[src/rtl/pio_pkg.sv]
// Package: shared widths, register addresses and the direction record
// used by the parallel port. Assumes an 8-bit bus and 8-bit ports.
package pio_pkg;
    localparam int PIO_W   = 8;
    localparam int HALF_W  = PIO_W / 2;

    typedef enum logic [1:0] {
        SEL_PORT_A = 2'b00,
        SEL_PORT_B = 2'b01,
        SEL_PORT_C = 2'b10,
        SEL_CTRL   = 2'b11
    } pio_sel_e;

    // One bit per group; 1 means the group is an input.
    typedef struct packed {
        logic a_in;
        logic chi_in;
        logic b_in;
        logic clo_in;
    } pio_dir_t;
endpackage

[src/rtl/pio_cfg_reg.sv]
// Configuration register: holds the four group directions. It takes the
// command flag and the four direction bits already extracted from the
// control word; the mode fields never reach it, because they have no effect.
// Assumes the caller qualifies cfg_wr with select, write and the control address.
module pio_cfg_reg
    import pio_pkg::*;
(
    input  logic     clk,
    input  logic     rst_n,
    input  logic     cfg_wr,
    input  logic     cmd_flag,
    input  pio_dir_t dir_new,
    output pio_dir_t dir,
    output logic     cfg_clear
);
    // A configuration command is a control write with its flag set.
    assign cfg_clear = cfg_wr & cmd_flag;

    // Purpose: load directions on a command; reset makes all groups inputs.
    always_ff @(posedge clk) begin
        if (!rst_n)
            dir <= '{a_in: 1'b1, chi_in: 1'b1, b_in: 1'b1, clo_in: 1'b1};
        else if (cfg_clear)
            dir <= dir_new;
    end


    ignored_ctrl_chk: assert property (@(posedge clk) disable iff (!rst_n)
        (cfg_wr && !cmd_flag) |=> $stable(dir));


    dir_load_chk: assert property (@(posedge clk) disable iff (!rst_n)
        cfg_clear |=> (dir == $past(dir_new)));
endmodule

[src/rtl/pio_port_latch.sv]
// Output latch for one group of pins. It is written by data writes and
// cleared by configuration commands. Clearing takes priority over writing.
// Assumes the caller decodes the write enable for this group.
module pio_port_latch #(
    parameter int W = 8
) (
    input  logic         clk,
    input  logic         rst_n,
    input  logic         clear,
    input  logic         we,
    input  logic [W-1:0] d,
    output logic [W-1:0] q
);
    // Purpose: hold the last written value; clear on reset or a command.
    always_ff @(posedge clk) begin
        if (!rst_n || clear)
            q <= '0;
        else if (we)
            q <= d;
    end


    latch_clear_chk: assert property (@(posedge clk) disable iff (!rst_n)
        clear |=> (q == '0));


    latch_write_chk: assert property (@(posedge clk) disable iff (!rst_n)
        (we && !clear) |=> (q == $past(d)));
endmodule

[src/rtl/pio_port_unit.sv]
// Top of the parallel port: decodes bus writes, holds the configuration
// and the latches, and registers the read data. Assumes the pin inputs
// are already synchronous to clk.
module pio_port_unit
    import pio_pkg::*;
(
    input  logic              clk,
    input  logic              rst_n,
    input  logic              bus_sel,
    input  logic              bus_rd,
    input  logic              bus_wr,
    input  logic [1:0]        bus_addr,
    input  logic [PIO_W-1:0]  bus_wdata,
    output logic [PIO_W-1:0]  bus_rdata,
    input  logic [PIO_W-1:0]  pa_pins_in,
    output logic [PIO_W-1:0]  pa_drive,
    output logic [PIO_W-1:0]  pa_oe,
    input  logic [PIO_W-1:0]  pb_pins_in,
    output logic [PIO_W-1:0]  pb_drive,
    output logic [PIO_W-1:0]  pb_oe,
    input  logic [PIO_W-1:0]  pc_pins_in,
    output logic [PIO_W-1:0]  pc_drive,
    output logic [PIO_W-1:0]  pc_oe
);
    pio_dir_t         dir;
    logic             cfg_clear;
    logic             wr_any;
    logic             rd_any;
    logic [PIO_W-1:0] a_q;
    logic [PIO_W-1:0] b_q;
    logic [PIO_W-1:0] rd_val;
    logic [1:0]       c_in_half;

    assign wr_any = bus_sel & bus_wr;
    assign rd_any = bus_sel & bus_rd;

    pio_cfg_reg u_cfg (
        .clk      (clk),
        .rst_n    (rst_n),
        .cfg_wr   (wr_any && bus_addr == SEL_CTRL),
        .cmd_flag (bus_wdata[7]),
        .dir_new  ('{a_in: bus_wdata[4], chi_in: bus_wdata[3],
                     b_in: bus_wdata[1], clo_in: bus_wdata[0]}),
        .dir      (dir),
        .cfg_clear(cfg_clear)
    );

    pio_port_latch #(.W(PIO_W)) u_lat_a (
        .clk(clk), .rst_n(rst_n), .clear(cfg_clear),
        .we(wr_any && bus_addr == SEL_PORT_A), .d(bus_wdata), .q(a_q)
    );

    pio_port_latch #(.W(PIO_W)) u_lat_b (
        .clk(clk), .rst_n(rst_n), .clear(cfg_clear),
        .we(wr_any && bus_addr == SEL_PORT_B), .d(bus_wdata), .q(b_q)
    );

    // Port C low (h=0) and high (h=1) nibbles follow the same pattern.
    assign c_in_half = {dir.chi_in, dir.clo_in};

    for (genvar h = 0; h < 2; h++) begin : g_chalf
        logic [HALF_W-1:0] c_q;
        pio_port_latch #(.W(HALF_W)) u_lat_c (
            .clk(clk), .rst_n(rst_n), .clear(cfg_clear),
            .we(wr_any && bus_addr == SEL_PORT_C),
            .d(bus_wdata[h*HALF_W +: HALF_W]), .q(c_q)
        );
        assign pc_drive[h*HALF_W +: HALF_W] = c_q;
        assign pc_oe[h*HALF_W +: HALF_W]    = {HALF_W{~c_in_half[h]}};
    end

    assign pa_drive = a_q;
    assign pb_drive = b_q;
    assign pa_oe    = {PIO_W{~dir.a_in}};
    assign pb_oe    = {PIO_W{~dir.b_in}};

    // Purpose: pick the read source; input groups return pins, outputs latches.
    always_comb begin
        unique case (bus_addr)
            SEL_PORT_A: rd_val = dir.a_in ? pa_pins_in : a_q;
            SEL_PORT_B: rd_val = dir.b_in ? pb_pins_in : b_q;
            SEL_PORT_C: begin
                rd_val[PIO_W-1:HALF_W] = dir.chi_in ? pc_pins_in[PIO_W-1:HALF_W]
                                                    : pc_drive[PIO_W-1:HALF_W];
                rd_val[HALF_W-1:0]     = dir.clo_in ? pc_pins_in[HALF_W-1:0]
                                                    : pc_drive[HALF_W-1:0];
            end
            default:    rd_val = '0;
        endcase
    end

    // Purpose: register read data on an accepted read.
    always_ff @(posedge clk) begin
        if (!rst_n)
            bus_rdata <= '0;
        else if (rd_any)
            bus_rdata <= rd_val;
    end


    ctrl_read_zero_chk: assert property (@(posedge clk) disable iff (!rst_n)
        (rd_any && bus_addr == SEL_CTRL) |=> (bus_rdata == '0));


    input_read_chk: assert property (@(posedge clk) disable iff (!rst_n)
        (rd_any && bus_addr == SEL_PORT_A && pa_oe == '0)
        |=> (bus_rdata == $past(pa_pins_in)));


    rdata_hold_chk: assert property (@(posedge clk) disable iff (!rst_n)
        (!rd_any && !$past(!rst_n)) |=> $stable(bus_rdata));
endmodule

[config.mk]
export PLATFORM = sky130hd
export DESIGN_NAME = pio_port_unit
export DESIGN_NICKNAME = d
export VERILOG_FILES = /design/src/rtl/pio_pkg.sv /design/src/rtl/pio_cfg_reg.sv /design/src/rtl/pio_port_latch.sv /design/src/rtl/pio_port_unit.sv
export SDC_FILE = /design/constraint.sdc
export NUM_CORES = 1
export LEC_CHECK = 0
export BUFFER_PORTS_ARGS = -buffer_cell sky130_fd_sc_hd__buf_4
export CORE_MARGIN = 2
export CORE_UTILIZATION = 40
export DETAILED_ROUTE_END_ITERATION = 8
export GPL_TIMING_DRIVEN = 0
export PLACE_DENSITY = 0.7
export SKIP_LAST_GASP = 1
export SLEW_MARGIN = 20
export SYNTH_ARGS = -nofsm -noshare
export SYNTH_HDL_FRONTEND = slang
export SYNTH_HIERARCHICAL = 1
export SYNTH_SLANG_ARGS = --single-unit
export TNS_END_PERCENT = 20
[constraint.sdc]
create_clock -name clk -period 2.9 [get_ports clk]
set_clock_uncertainty 0.05 [all_clocks]
set_input_delay 0.58 -clock clk [delete_from_list [all_inputs] [get_ports clk]]
set_output_delay 0.58 -clock clk [all_outputs]
set_load 0.005 [all_outputs]
==> results.md <==
- Status: completed
- Worst Hold Class: flip-flop to flip-flop
- IO Port Bufs: 94
- CTS tree: built
- Synthesis Warnings: 6
- Clock-pin slew on the worst setup and hold paths: 0.07 ns
- R2R depth: 4
- Clk root buf: clkbuf_8
- Worst hold endpoint: u_cfg/dir[2]
- Largest cells by area after synthesis: dfxtp_1 35%, mux2i_1 24%, buf_4 8.9%, nor2_1 5.2%, o2bb2ai_2 5.2%
- Layout cells sized above 1: between 40% and 50%
- CTS buffer count: 5
- Hold path depth: 2
- Synth-to-Final Area Change: 43.57%
- Synth cell types: 22
- Worst vdd ir: 0.2407 mV
- EDFF count, synth: 0
- Minimum clock period: 1.877 ns
- Critical path required time: 2.27 ns
- Synth Register Bits: 36
- Syn Nets: about 250
- First-pass DRT Iterations: 4
- # DRC: 0
- Pins Over Slew Limit: 0
- CTS HTree Levels: 2
- IO Count: 95
- Setup-failing EPs final: 0
- Core ar.: 4817 um^2
- Congestion Overflow GR: 0
- Post-synthesis sequential area ratio: 35.45%
- Critical path launch point: u_cfg/dir[1]
- CP startpoint kind: flip-flop
- Mapped Cells: 208
- HPWL Detailed: 4257 um
- Via Count: 1757
- DRT iter0 DRCs: 71
- Critical path peak fanout: 9
- Pin count of the biggest net entering global routing: 11
- Area of the mapped netlist: 2033 um^2
- Power Density: 368.5 nW/um^2
- Starting Density: a little over two fifths
- Flop-to-flop setup slack: 1.60 ns
- Clock tree buffer depth: 2
- Post-DR vias/cell: ~4.7
- Nets: 348
- Top-area cell type share of the netlist area: 35.45%
- Chip Width: ~75 um
- Synth area leader: dfxtp_1
- Setup crit end kind: primary output
- Reg-to-Reg Start: u_cfg/dir[0]
- Final Cell Area: 2919 um^2
- Height of the die: 75.30 um
- GRT Total Usage: 19.35%
- Max_slew headroom: 74.45%
- Arrival time at the worst endpoint: roughly 1.3 ns
- R2r endpoint: bus_rdata[3]
- Syn_area_per_cell: 9.775 um^2
- Antenna violations before repair: 0
- Skew-Pair Late Insertion Delay: 0.28 ns
- Row Count: 25
- CTS resizes: 0
- P_leak: 1.553 nW
- Critical path type: flip-flop to primary output
- Fill count: between 400 and 500
- Vias in the first global route: between 1500 and 2000
- CTS sink cnt: 36
- Unrepaired setup endpoints after global routing: no
- Dpl cell area: 2823 um^2
- Hold Vio Cnt, Final: 0
- Min-delay src: u_cfg/dir[2]
- Worst-Margin Slew: about 0.38 ns
- GP Congestion: 0.7940
- DRT Wirelength: 5350 um
- Max-Cap Viols: 0
- Die area: roughly 5700 um^2
- Fin crit share: 64.72%
- Synth Flop Type: dfxtp_1
- First-pass GRT wire length: 8135 um
- Wire per inst: 14.23 um
- # hold bufs at CTS: 0
- # diodes: 0
- # Post-CTS Setup Buffers: 0
- Antenna viol nets, final: 0
- Most frequent cells after synthesis: 48 x mux2i_1, 36 x dfxtp_1, 28 x nor2_1
- Fmax: between 500 and 600 MHz
- Synth async-reset ratio: 0%
- Top-count cell post-synth: mux2i_1
- Setup_tns: 0 ns
## through the flow
| step | hold WS, ns | std cells | setup WS [ns] | total power, W | util, % |
|---|---|---|---|---|---|
| floorplan | 0.4114 | 208 | 1.268 | 0.0006155 | - |
| CTS | 0.4424 | 376 | 0.9948 | 0.001092 | 60.60 |
| finish | 0.4385 | 376 | 1.023 | 0.001076 | 60.60 |
| detailed placement | 0.4275 | 369 | 0.8705 | 0.0007112 | 58.60 |
| global placement | 0.4277 | 369 | 0.8541 | 0.0007097 | 58.60 |
| global route | 0.4727 | 376 | 0.9208 | 0.001139 | 60.60 |
## final cells by class
class	count	area (um^2)	area share, %
clock buffers	7	96.34	3.300
repair buffers	94	705.7	24.17
plain buffers	36	264.0	9.044
well taps	67	83.83	2.872
inverters	8	30.03	1.029
multi-input cells	128	1018	34.89
flip-flops and latches	36	720.7	24.69
## state kept, by name, summed over array words and instances, names as in the netlist
signal and count:
u_lat_b/q 8, u_cfg/dir 4, bus_rdata 8, g_chalf.u_lat_c/q 8, u_lat_a/q 8
## worst max-delay path: stages (launching register included)
cell,delay (ns)
dfxtp_1,0.33
buf_4,0.20
inv_1,0.15
buf_4,0.16
buf_4,0.12
## cell families after synthesis
family          Yosys count  synth area share [%]
simple gates             51                 11.75
mux                      48                 23.63
buf+inv                  44                 14.46
flops                    36                 35.45
compound gates           29                 14.71
## where the power goes
part / leakage, nW / switching, W / total [W] / internal (W)
Combinational: 1.21 / 0.0000821 / 0.000185 / 0.000103
Sequential: 0.292 / 0.00000816 / 0.000514 / 0.000506
Clock: 0.0503 / 0.000166 / 0.000377 / 0.000211
Total: 1.55 / 0.000256 / 0.00108 / 0.000820
## cell usage in the layout, fill, tap and decap left out, drive strengths merged
cell type / instances
and2: 9
nor2: 28
dfxtp: 36
nand3: 4
nand2: 3
or2: 1
o22ai: 8
clkbuf: 12
o221a: 8
a21oi: 1
buf: 125
inv: 8
mux2i: 48
o211ai: 4
nand2b: 6
o2bb2ai: 8
## worst max path at each step
stage,end,slack (ns),cells after the start
final,pb_oe[6],1.02,4
after CTS,pa_oe[2],0.99,4
after global placement,u_lat_a/q[0],0.85,8
after detailed placement,u_lat_a/q[3],0.87,8
after floorplan,u_lat_a/q[0],1.27,7
after global routing,pb_oe[7],0.92,4
## per-layer routing
metal | global-route usage (%) | part of all wire, % | vias to the layer above
met3 | 3.439 | 5.7 | 2
met4 | 7.797 | 0.80 | 0
met5 | 0 | 0 | -
met1 | 27.25 | 48 | 794
met2 | 29.47 | 46 | 51
li1 | - | - | 910
Power figures use the tool's default switching activity.
